File: config.mk
export PLATFORM = sky130hd
export DESIGN_NAME = reseed_ctrl
export DESIGN_NICKNAME = d
export VERILOG_FILES = /design/src/rtl/reseed_pkg.sv /design/src/rtl/reseed_fsm.sv /design/src/rtl/reseed_cfg_ctr.sv /design/src/rtl/reseed_seq.sv /design/src/rtl/reseed_ctrl.sv
export SDC_FILE = /design/constraint.sdc
export NUM_CORES = 1
export LEC_CHECK = 0
export ABC_CLOCK_PERIOD_IN_PS = 2370
export CAP_MARGIN = 20
export CORE_ASPECT_RATIO = 0.5
export CORE_MARGIN = 10
export CORE_UTILIZATION = 50
export DETAILED_ROUTE_END_ITERATION = 12
export GPL_TIMING_DRIVEN = 0
export PLACE_DENSITY = 0.89
export SETUP_SLACK_MARGIN = 0.5
export SYNTH_ARGS = -nofsm -noshare
export SYNTH_HDL_FRONTEND = slang
export SYNTH_SLANG_ARGS = --single-unit
export TNS_END_PERCENT = 5
File: constraint.sdc
create_clock -name clk_i -period 2.37 [get_ports clk_i]
set_input_delay 0.3555 -clock clk_i [delete_from_list [all_inputs] [get_ports clk_i]]
set_output_delay 0.3555 -clock clk_i [all_outputs]
set_load 0.01 [all_outputs]
File: src/rtl/reseed_pkg.sv
package reseed_pkg;
  typedef enum logic [2:0] {
    ST_IDLE   = 3'd0,
    ST_READ   = 3'd1,
    ST_LOAD   = 3'd2,
    ST_WAIT   = 3'd3,
    ST_ADV    = 3'd4,
    ST_FINISH = 3'd5
  } rs_state_e;

  localparam logic MODE_PERIODIC = 1'b0;
  localparam logic MODE_NEXTBIT  = 1'b1;
endpackage

File: src/rtl/reseed_fsm.sv
module reseed_fsm
  import reseed_pkg::*;
(
  input  logic      clk_i,
  input  logic      rst_ni,
  input  logic      start_i,
  input  logic      zero_cnt_i,
  input  logic      last_i,
  input  logic      done_ok_i,
  output rs_state_e state_o,
  output logic      kick_o
);
  rs_state_e state_q, state_d;

  assign kick_o = start_i && (state_q == ST_IDLE || state_q == ST_FINISH);

  always_comb begin
    state_d = state_q;
    unique case (state_q)
      ST_IDLE, ST_FINISH: if (start_i) state_d = zero_cnt_i ? ST_FINISH : ST_READ;
      ST_READ:            state_d = ST_LOAD;
      ST_LOAD:            state_d = ST_WAIT;
      ST_WAIT:            if (done_ok_i) state_d = ST_ADV;
      ST_ADV:             state_d = last_i ? ST_FINISH : ST_READ;
      default:            state_d = ST_IDLE;
    endcase
  end

  always_ff @(posedge clk_i or negedge rst_ni) begin
    if (!rst_ni) state_q <= ST_IDLE;
    else         state_q <= state_d;
  end

  assign state_o = state_q;
endmodule

File: src/rtl/reseed_cfg_ctr.sv
module reseed_cfg_ctr
  import reseed_pkg::*;
#(
  parameter int CFG_W = 2,
  localparam int PER_W = CFG_W + 1
) (
  input  logic             clk_i,
  input  logic             rst_ni,
  input  logic             clear_i,
  input  logic             step_i,
  input  logic             mode_i,
  input  logic [PER_W-1:0] period_i,
  input  logic             flag_i,
  output logic [CFG_W-1:0] cfg_o
);
  logic [CFG_W-1:0] cfg_q;
  logic             mode_q;
  logic [PER_W-1:0] per_q;
  logic [PER_W-1:0] cfg_inc;

  assign cfg_inc = {1'b0, cfg_q} + PER_W'(1);

  always_ff @(posedge clk_i or negedge rst_ni) begin
    if (!rst_ni) begin
      cfg_q  <= '0;
      mode_q <= MODE_PERIODIC;
      per_q  <= PER_W'(1);
    end else if (clear_i) begin
      cfg_q  <= '0;
      mode_q <= mode_i;
      per_q  <= period_i;
    end else if (step_i) begin
      if (mode_q == MODE_PERIODIC) begin
        // mod-p wrap; p of 0 or 1 pins the index at 0
        cfg_q <= (cfg_inc >= per_q) ? '0 : cfg_inc[CFG_W-1:0];
      end else if (flag_i) begin
        cfg_q <= cfg_q + CFG_W'(1);
      end
    end
  end

  assign cfg_o = cfg_q;
endmodule

File: src/rtl/reseed_seq.sv
module reseed_seq #(
  parameter int SEED_W = 16,
  parameter int ADDR_W = 8,
  localparam int CNT_W  = ADDR_W + 1,
  localparam int WORD_W = SEED_W + 1
) (
  input  logic              clk_i,
  input  logic              rst_ni,
  input  logic              clear_i,
  input  logic              capture_i,
  input  logic              step_i,
  input  logic [CNT_W-1:0]  count_i,
  input  logic [WORD_W-1:0] word_i,
  output logic [ADDR_W-1:0] addr_o,
  output logic [SEED_W-1:0] seed_o,
  output logic              flag_o,
  output logic              load_o,
  output logic              last_o
);
  logic [ADDR_W-1:0] addr_q;
  logic [CNT_W-1:0]  issued_q, cnt_q;
  logic [SEED_W-1:0] seed_q;
  logic              flag_q, load_q;

  always_ff @(posedge clk_i or negedge rst_ni) begin
    if (!rst_ni) begin
      addr_q   <= '0;
      issued_q <= '0;
      cnt_q    <= '0;
    end else if (clear_i) begin
      addr_q   <= '0;
      issued_q <= '0;
      cnt_q    <= count_i;
    end else if (step_i) begin
      addr_q   <= addr_q + ADDR_W'(1);
      issued_q <= issued_q + CNT_W'(1);
    end
  end

  always_ff @(posedge clk_i or negedge rst_ni) begin
    if (!rst_ni) begin
      seed_q <= '0;
      flag_q <= 1'b0;
      load_q <= 1'b0;
    end else begin
      load_q <= capture_i;
      if (capture_i) begin
        seed_q <= word_i[SEED_W-1:0];
        flag_q <= word_i[SEED_W];
      end
    end
  end

  assign last_o = (issued_q + CNT_W'(1)) == cnt_q;
  assign addr_o = addr_q;
  assign seed_o = seed_q;
  assign flag_o = flag_q;
  assign load_o = load_q;
endmodule

File: src/rtl/reseed_ctrl.sv
module reseed_ctrl
  import reseed_pkg::*;
#(
  parameter int SEED_W = 16,
  parameter int CFG_W  = 2,
  parameter int ADDR_W = 8,
  localparam int PER_W  = CFG_W + 1,
  localparam int CNT_W  = ADDR_W + 1,
  localparam int WORD_W = SEED_W + 1
) (
  input  logic              clk_i,
  input  logic              rst_ni,
  input  logic              start_i,
  input  logic              mode_i,
  input  logic [PER_W-1:0]  period_i,
  input  logic [CNT_W-1:0]  pattern_count_i,
  output logic              mem_rd_o,
  output logic [ADDR_W-1:0] mem_addr_o,
  input  logic [WORD_W-1:0] mem_data_i,
  output logic [SEED_W-1:0] seed_o,
  output logic [CFG_W-1:0]  poly_idx_o,
  output logic              load_o,
  input  logic              lfsr_done_i,
  output logic              busy_o,
  output logic              all_done_o
);
  rs_state_e state;
  logic      kick, last, flag, done_ok, step, capture;

  // done is taken only once the load strobe has gone
  assign done_ok = (state == ST_WAIT) && lfsr_done_i && !load_o;
  assign step    = (state == ST_ADV);
  assign capture = (state == ST_LOAD);

  reseed_fsm u_fsm (
    .clk_i      (clk_i),
    .rst_ni     (rst_ni),
    .start_i    (start_i),
    .zero_cnt_i (pattern_count_i == '0),
    .last_i     (last),
    .done_ok_i  (done_ok),
    .state_o    (state),
    .kick_o     (kick)
  );

  reseed_seq #(.SEED_W(SEED_W), .ADDR_W(ADDR_W)) u_seq (
    .clk_i     (clk_i),
    .rst_ni    (rst_ni),
    .clear_i   (kick),
    .capture_i (capture),
    .step_i    (step),
    .count_i   (pattern_count_i),
    .word_i    (mem_data_i),
    .addr_o    (mem_addr_o),
    .seed_o    (seed_o),
    .flag_o    (flag),
    .load_o    (load_o),
    .last_o    (last)
  );

  reseed_cfg_ctr #(.CFG_W(CFG_W)) u_cfg (
    .clk_i    (clk_i),
    .rst_ni   (rst_ni),
    .clear_i  (kick),
    .step_i   (step),
    .mode_i   (mode_i),
    .period_i (period_i),
    .flag_i   (flag),
    .cfg_o    (poly_idx_o)
  );

  assign mem_rd_o   = (state == ST_READ);
  assign all_done_o = (state == ST_FINISH);
  assign busy_o     = (state != ST_IDLE) && (state != ST_FINISH);
endmodule

==> impl_metrics.tcl, run 1 <==
set metrics [dict create \
    min_path_type "in -> async" \
    initial_core_util_pct 52.90 \
    irDropWorstVdd_v 0.0006762 \
    timing.setup.tns_ps 0 \
    drv_slew 0 \
    hold_viol 0 \
    required_ps 2010 \
    track_usage_pct 14.76 \
    drt_wl_total_mm 6.189 \
    outcome "completed" \
    avgViaCountPerCell 5.212 \
    yosysTopAreaCell "dfrtp_1" \
    multiInputGateArea_sq_um 1227 \
    row_count 18 \
    syn2layout_area_growth_pct 31.08 \
    cts_max_path_buffers 2 \
    synthesis.instances 245 \
    place.gp.congestion 0.9064 \
    ys_types 41 \
    power.density_nw_per_um2 1098 \
    postCtsSetupRepairBufs 0 \
    yosysSeqAreaShare_pct 49.74 \
    antenna_found_initial 0 \
    grtUsageMet3_pct 5.004 \
    maxSlewHeadroom_pct 65.21 \
    finalPower_mw 3.843 \
    synth_nets 285 \
    clock.fmax_mhz 530.4 \
    postRouteAntennaNets 0 \
    portBuffers 63 \
    worstMarginPinSlew_ps 521.9 \
    dpl_worst_slack_ps 239.4 \
    startpoint_type "register" \
    grt_max_degree 33 \
    end_kind "primary output" \
    cts_tree "built" \
    coreArea_sq_um 5045 \
    p_leak_nw 1.549 \
    grtUsageMet1_pct 16.03 \
    die_w_um 123.3 \
    nets 356 \
    period_share_pct 79.56 \
    hold_buffers 0 \
    cap_violations 0 \
    path_class "reg -> out" \
    synthTopCellsByArea "dfrtp_1 (49%), mux2_2 (7.6%), xor2_1 (3.9%)" \
    wl_per_cell_um 15.99 \
    synth.cell_area_sq_um 2669 \
    avgSynthCellArea_sq_um 10.89 \
    ctsResizeCount 2 \
    synth.most_common_cell "dfrtp_1" \
    worstPathArrival_ps 1530 \
    drive_above_1_share_pct 12.93 \
    dr_total_vias 2017 \
    root_buffer "clkbuf_8" \
    cp_max_fo 9 \
    grt_pass1_wl_mm 10.45 \
    htreeDepth 2 \
    synth_flop_cell "dfrtp_1" \
    grt-ovfl-total 0 \
    drt_iter0_markers 129 \
    async_flop_share_pct 100.0 \
    cts_buffers 5 \
    hpwl_mm 4.850 \
    yosysWarnings 0 \
    fillers 387 \
    ios 64 \
    final_util_pct 69.35 \
    grt_busiest_layer "met2" \
    drc 0 \
    die_y_um 71.66 \
    synth_top_cells_by_count "dfrtp_1 (52), nor2_1 (23), nand2_1 (22), mux2_2 (18), xor2_1 (12)" \
    setup_ws_ps 484.5 \
    synth_edf_count 0 \
    seqCellArea_sq_um 1328 \
    gr-usage-met2_pct 26.38 \
    grt_pass1_vias 2114 \
    die_area_sq_um 8837 \
    clk_pin_slew_ps 100 \
    fin_crit_ps 1885 \
    synth_top_area_share_pct 48.76 \
    setup_viol 0 \
    synth_seq_cells 53 \
    finClkSkew_ps 10.18 \
    diodes 0 \
    clock-sinks 53 \
    rsz0062_at_grt "yes" \
    clkLatencyLatePin_ps 310 \
    dr.pass1.iters 4 \
]
## routing by layer
| metal | part of all wire, % | wire length, um |
|---|---|---|
| met4 | 1.2 | 74 |
| met5 | 0 | 0 |
| met1 | 41 | 2547 |
| met2 | 51 | 3153 |
| met3 | 6.7 | 414 |
## cells in the final DEF (no fill, tap or decap), types with 5 or more instances in the layout
cell and n:
clkbuf_8 6, xnor2_1 11, ha_1 6, mux2_1 9
nand2_1 22, inv_1 7, and3_1 5, buf_4 5
nor2_1 23, a21oi_1 9, nand2b_1 5, mux2_2 18
dfrtp_1 52, xor2_1 12, nand3_1 6, clkdlybuf4s50_1 59
o21ai_0 11
## cell families after synthesis
logic type	Yosys count	share of synthesized area [%]
multiplexers	28	11.77
XOR/XNOR	23	7.548
AO/OA/AOI/OAI	35	8.673
buffers and inverters	19	4.266
flip-flops	53	49.74
adder cells (fa/ha/maj)	6	2.813
AND/OR/NAND/NOR	81	15.19
## critical path: stages, from the launching register on
cell and delay (ps):
dfrtp_1 380, buf_6 140, or2_1 250, a21o_1 170
dlygate4sd2_1 280
## area by class of cell
| type | count | share of cell area (%) |
|---|---|---|
| repair buffers | 64 | 18.45 |
| clock inverters | 2 | 0.3934 |
| plain buffers | 12 | 2.504 |
| flip-flops and latches | 53 | 37.95 |
| inverters | 7 | 0.7511 |
| clock buffers | 6 | 2.361 |
| well taps | 70 | 2.504 |
| multi-input cells | 173 | 35.09 |
## final timing paths
check | start | end | slack (ps) | cells after the start
max | u_fsm.state_o[0]$_DFFE_PN0P_ | busy_o | 480 | 4
min | rst_ni | u_seq.seed_o[6]$_DFFE_PN0P_ | 9 | 1
max reg2reg | u_cfg.cfg_o[0]$_DFFE_PN0P_ | u_cfg.cfg_o[1]$_DFFE_PN0P_ | 510 | 6
min reg2reg | u_seq.seed_o[9]$_DFFE_PN0P_ | u_seq.seed_o[9]$_DFFE_PN0P_ | 510 | 1
max in group asynchronous | rst_ni | u_cfg.cfg_o[1]$_DFFE_PN0P_ | 1820 | 2
min in group clk_i | u_seq.seed_o[9]$_DFFE_PN0P_ | u_seq.seed_o[9]$_DFFE_PN0P_ | 510 | 1
## power breakdown
part           switching (mW)  internal (mW)
Combinational           0.805           1.01
Sequential              0.230           1.26
Clock                   0.303          0.237
Total                    1.34           2.50
## flip-flops by register name (all words and copies together) (netlist names)
register,cells
u_cfg.cfg_o,2
u_seq.flag_o,1
u_seq.addr_o,8
u_seq.load_o,1
u_seq.seed_o,16
u_cfg.mode_q,1
u_seq.issued_q,9
u_fsm.state_o,3
u_seq.cnt_q,9
u_cfg.per_q,3
## per-stage QoR
| stage | std cells | hold slack [ps] | cell area, sq um |
|---|---|---|---|
| CTS | 387 | 10.69 | 3496 |
| floorplan | 245 | 59.91 | 2669 |
| global route | 387 | 24.47 | 3498 |
| detailed placement | 379 | 358.5 | 3402 |
| global placement | 378 | 483.5 | 3387 |
| finish | 387 | 9.308 | 3498 |
Power figures use the tool's default switching activity.
==> run 2, diff against run 1 <==
--- a/config.mk
+++ b/config.mk
@@ -5,7 +5,7 @@
 export SDC_FILE = /design/constraint.sdc
 export NUM_CORES = 1
 export LEC_CHECK = 0
-export ABC_CLOCK_PERIOD_IN_PS = 2370
+export ABC_CLOCK_PERIOD_IN_PS = 2000
 export CAP_MARGIN = 20
 export CORE_ASPECT_RATIO = 0.5
 export CORE_MARGIN = 10
==> constraint.sdc (replaced) <==
create_clock -name clk_i -period 2 [get_ports clk_i]
set_input_delay 0.3 -clock clk_i [delete_from_list [all_inputs] [get_ports clk_i]]
set_output_delay 0.3 -clock clk_i [all_outputs]
set_load 0.01 [all_outputs]
==> run 2 against run 1 <==
  * Sequential power is 21% higher
  * Non-clock buffer count rose by 18
  * Cell count up 4.7%
  * Power grew 33%
  * Worst setup slack got worse by 270 ps
  * Combinational power increased by 49%
  * Die area unchanged
  * Via count up 10%
  * Utilization is 5.7 points higher
  * Largest cell class is now multi-input combinational cells
  * Critical endpoint is now u_cfg.mode_q$_DFFE_PN0P_
==> impl_metrics.tcl, run 2 (synthesized netlist as in run 1, its figures left out) <==
set metrics [dict create \
    path_cells "buf_6 > or2_4 > a211oi_4 > buf_6 > buf_6 > mux2_4" \
    diodes 0 \
    grtUsageMet3_pct 4.691 \
    critical_path.max_stage_delay_ps 390 \
    final_util_pct 75.07 \
    grt_max_degree 43 \
    path_common_cell "buf_6" \
    fillers 314 \
    grt_pass1_wl_mm 11.02 \
    track_usage_pct 15.33 \
    row_count 18 \
    clk_pin_slew_ps 110 \
    swShare_pct 36.31 \
    required_ps 2200 \
    worstPathArrival_ps 1990 \
    wl_per_cell_um 18.12 \
    timing.setup.tns_ps 0 \
    nets 374 \
    hpwl_mm 4.875 \
    dpl_worst_slack_ps -102.7 \
    largest_reg_flops 16 \
    grt-ovfl-total 0 \
    stdcell_count 405 \
    grt_busiest_layer "met2" \
    fin_crit_ps 1790 \
    die_area_sq_um 8837 \
    hold_viol 0 \
    drt_iter0_markers 163 \
    cp_max_fo 8 \
    cts_tree "built" \
    final_common_cell "clkdlybuf4s50_1" \
    drv_slew 0 \
    startpoint_type "register" \
    cp_top_family "buffers and inverters" \
    dr.pass1.iters 5 \
    end_kind "register" \
    place_area_sq_um 3406 \
    rsz0062_at_grt "yes" \
    drt_wl_total_mm 7.339 \
    ios 64 \
    dr_total_vias 2218 \
    setup_ws_ps 210.1 \
    drc 0 \
    gr-usage-met2_pct 27.56 \
    postRouteAntennaNets 0 \
    cap_violations 0 \
    setup_viol 0 \
    final_cell_mix "clkdlybuf4s50_1 (55), dfrtp_1 (52), nand2_1 (21), nor2_1 (20), mux2_2 (18)" \
    maxSlewHeadroom_pct 77.75 \
    power_frac_seq_pct 35.1 \
    cp_slowest_cell "dfrtp_1" \
    root_buffer "clkbuf_8" \
    switching_power_mw 1.860 \
    avgViaCountPerCell 5.477 \
    clock-sinks 53 \
    clkLatencyLatePin_ps 320 \
    reg2reg_slack_ps 210 \
    die_w_um 123.3 \
    worstPathBufferInverterCount 3 \
    cts_buffers 5 \
    irDropWorstVdd_v 0.0008531 \
    drive_above_1_share_pct 24.78 \
    clock.fmax_mhz 558.7 \
    final_area_sq_um 3787 \
    dp.cells 379 \
    grt_pass1_vias 2242 \
    finClkSkew_ps 11.44 \
    path_class "reg -> reg" \
    p_leak_nw 1.708 \
    outcome "completed" \
    htreeDepth 2 \
    grtUsageMet1_pct 16.92 \
    initial_core_util_pct 52.90 \
    portBuffers 63 \
    p_clk_share_pct 12.4 \
    worstMarginPinSlew_ps 333.0 \
    die_y_um 71.66 \
    hold_slack_ps 304.3 \
    coreArea_sq_um 5045 \
    place.gp.congestion 0.9122 \
    pwr-share-comb_pct 52.5 \
    period_share_pct 89.49 \
    antenna_found_initial 0 \
    finalPower_mw 5.123 \
    p_int_mw 3.263 \
    min_path_type "in -> reg" \
    power.density_nw_per_um2 1353 \
    cts_max_path_buffers 2 \
    syn2layout_area_growth_pct 41.91 \
]
==> run 2: timing repair <==
item                                    CTS  global route
hold buffers                              1             0
buffers inserted                          7             9
cloned                                    1             0
hold endpoints to repair                 10             0
pin swaps                                 4            11
gates resized for setup                  19            33
endpoints found under the setup margin   80            81
==> run 2: final cells by class <==
| cell class | instances | area, sq um | share of cell area (%) |
|---|---|---|---|
| multi-input cells | 173 | 1341 | 35.41 |
| flip-flops and latches | 53 | 1328 | 35.05 |
| repair buffers | 82 | 817.0 | 21.57 |
| plain buffers | 12 | 97.59 | 2.577 |
| well taps | 70 | 87.58 | 2.313 |
| clock buffers | 5 | 68.82 | 1.817 |
| inverters | 7 | 26.28 | 0.6938 |
| clock inverters | 3 | 21.27 | 0.5616 |
==> run 2: worst register-to-register path, cell delays in order (launching register included) <==
cell and delay [ps]:
dfrtp_1 390, buf_6 140, or2_4 240, a211oi_4 300, buf_6 170, buf_6 140, mux2_4 310
==> run 2: worst paths after layout <==
| path | start | cells past startpoint | endpoint |
|---|---|---|---|
| max | u_fsm.state_o[0]$_DFFE_PN0P_ | 6 | u_cfg.mode_q$_DFFE_PN0P_ |
| min | pattern_count_i[3] | 2 | u_seq.cnt_q[3]$_DFFE_PN0P_ |
| max reg2reg | u_fsm.state_o[0]$_DFFE_PN0P_ | 6 | u_cfg.mode_q$_DFFE_PN0P_ |
| min reg2reg | u_seq.seed_o[6]$_DFFE_PN0P_ | 1 | u_seq.seed_o[6]$_DFFE_PN0P_ |
| max in group asynchronous | rst_ni | 3 | u_seq.issued_q[6]$_DFFE_PN0P_ |
| min in group asynchronous | rst_ni | 2 | u_seq.seed_o[11]$_DFFE_PN0P_ |
==> run 2: routing by layer <==
metal  share of wire, %  wire length, um  up-vias
li1                   -                -     1019
met3                6.0              444       18
met1                 40             2901     1111
met5                  0                0        -
met4                2.5              180        0
met2                 52             3812       70
==> run 2: power by group through the flow <==
stage	Combinational [mW]	Clock (mW)	Sequential, mW
6_report	2.69	0.635	1.80
5_1_grt	2.90	0.682	1.85
4_1_cts	2.39	0.640	1.77
3_5_place_dp	2.23	0	1.79
3_3_place_gp	2.12	0	1.76
2_1_floorplan	1.28	0	1.83
==> run 3, diff against run 2 <==
--- a/config.mk
+++ b/config.mk
@@ -11,7 +11,6 @@
 export CORE_MARGIN = 10
 export CORE_UTILIZATION = 50
 export DETAILED_ROUTE_END_ITERATION = 12
-export GPL_TIMING_DRIVEN = 0
 export PLACE_DENSITY = 0.89
 export SETUP_SLACK_MARGIN = 0.5
 export SYNTH_ARGS = -nofsm -noshare
==> run 3 against run 2 <==
  * Sequential power grew 3%
  * Worst setup slack gained 67 ps
  * Combinational power shrank 2%
  * Non-clock buffer count fell by 4
  * Design area is 1.4% lower
  * Die area is the same
  * Routed wire length increased by 4.6%
  * Critical path depth is the same
==> impl_metrics.tcl, run 3 (synthesized netlist as in run 1, its figures left out) <==
set metrics [dict create \
    antenna_found_initial 0 \
    p_leak_nw 1.651 \
    clk_pin_slew_ps 100 \
    htreeDepth 2 \
    timing.setup.tns_ps 0 \
    cts_buffers 5 \
    fin_crit_ps 1723 \
    maxSlewHeadroom_pct 61.55 \
    diodes 0 \
    final_util_pct 74.01 \
    drc 0 \
    postRouteAntennaNets 0 \
    worstPathArrival_ps 1900 \
    grt-ovfl-total 0 \
    end_kind "register" \
    track_usage_pct 14.64 \
    die_y_um 71.66 \
    coreArea_sq_um 5045 \
    irDropWorstVdd_v 0.0008030 \
    path_class "reg -> reg" \
    row_count 18 \
    final_cell_mix "clkdlybuf4s50_1 (58), dfrtp_1 (50), nand2_1 (22), nor2_1 (22), mux2_2 (18)" \
    place.gp.congestion 0.8862 \
    startpoint_type "register" \
    finClkSkew_ps 12.30 \
    required_ps 2180 \
    wl_per_cell_um 19.14 \
    dr.pass1.iters 4 \
    cap_violations 0 \
    worstMarginPinSlew_ps 576.8 \
    hold_viol 0 \
    initial_core_util_pct 52.90 \
    grt_pass1_vias 2226 \
    drive_above_1_share_pct 21.45 \
    portBuffers 63 \
    final_common_cell "clkdlybuf4s50_1" \
    ios 64 \
    syn2layout_area_growth_pct 39.90 \
    dr_total_vias 2232 \
    nets 370 \
    outcome "completed" \
    hpwl_mm 4.782 \
    min_path_type "reg -> reg" \
    rsz0062_at_grt "yes" \
    clock-sinks 53 \
    multiInputGateArea_sq_um 1281 \
    die_w_um 123.3 \
    largest_reg_flops 16 \
    drv_slew 0 \
    cts_tree "built" \
    power.density_nw_per_um2 1357 \
    grt_pass1_wl_mm 10.61 \
    avgViaCountPerCell 5.566 \
    period_share_pct 86.17 \
    drt_wl_total_mm 7.676 \
    die_area_sq_um 8837 \
    grt_max_degree 33 \
    fillers 334 \
    seqCellArea_sq_um 1330 \
    cp_max_fo 2 \
    drt_iter0_markers 134 \
    root_buffer "clkbuf_8" \
    setup_viol 0 \
    cts_max_path_buffers 2 \
    clock.fmax_mhz 580.3 \
    clkLatencyLatePin_ps 300 \
]
run 3: path summary, 6_finish.rpt:
path | cells past startpoint | slack [ps] | to | start
setup / recovery | 6 | 280 | u_cfg.cfg_o[1]$_DFFE_PN0P_ | u_cfg.cfg_o[0]$_DFFE_PN0P_
hold / removal | 1 | 510 | u_seq.seed_o[14]$_DFFE_PN0P_ | u_seq.seed_o[14]$_DFFE_PN0P_
setup reg to reg | 6 | 280 | u_cfg.cfg_o[1]$_DFFE_PN0P_ | u_cfg.cfg_o[0]$_DFFE_PN0P_
hold reg to reg | 1 | 510 | u_seq.seed_o[14]$_DFFE_PN0P_ | u_seq.seed_o[14]$_DFFE_PN0P_
max in group asynchronous | 3 | 840 | u_cfg.per_q[0]$_DFFE_PN1P_ | rst_ni
min in group asynchronous | 2 | 520 | u_cfg.cfg_o[0]$_DFFE_PN0P_ | rst_ni
run 3: routing by layer:
layer / vias to the layer above / global-route usage [%] / routed length (um)
met1: 1107 / 15.72 / 2906
li1: 1015 / - / -
met3: 15 / 4.848 / 663
met2: 95 / 26.50 / 3909
met5: - / 0 / 0
met4: 0 / 5.135 / 196
run 3: cell type report:
type	instances	area share, %
Clock buffer	7	2.044
Clock inverter	1	0.2011
Multi-Input combinational cell	173	34.32
Timing Repair Buffer	90	24.77
Inverter	7	0.7038
Tap cell	70	2.346
Sequential cell	53	35.62
run 3: through the flow:
stage               cells  total power, mW  worst slack [ps]  instance area [sq um]  hold WS [ps]
floorplan             245            3.116             288.7                   2673         4.409
global placement      372            3.818             240.3                   3368         317.5
detailed placement    372            3.963             5.169                   3368         323.2
CTS                   388            4.650             260.4                   3521         522.2
global route          401            5.371             213.4                   3734         539.2
finish                401            5.068             276.6                   3734         513.8
run 3: worst max-delay path, stage by stage (launching register included):
cell and delay (ps):
dfrtp_1 430, ha_4 250, ha_1 260, a21boi_2 140, o21ai_1 70, a22o_1 210, a32o_1 240
run 3: repair_timing:
action                                 4_1_cts  5_1_grt
hold buffers                                 1        0
setup endpoints to repair                   74       78
cloned                                       0        4
setup buffers                                7        9
pin swaps                                    3        4
gates resized for setup                     16       17
endpoints found under the hold margin        1        0
run 3: where the power goes:
part           internal (mW)  switching [mW]
Combinational           1.50            1.14
Sequential              1.50           0.351
Clock                  0.248           0.333
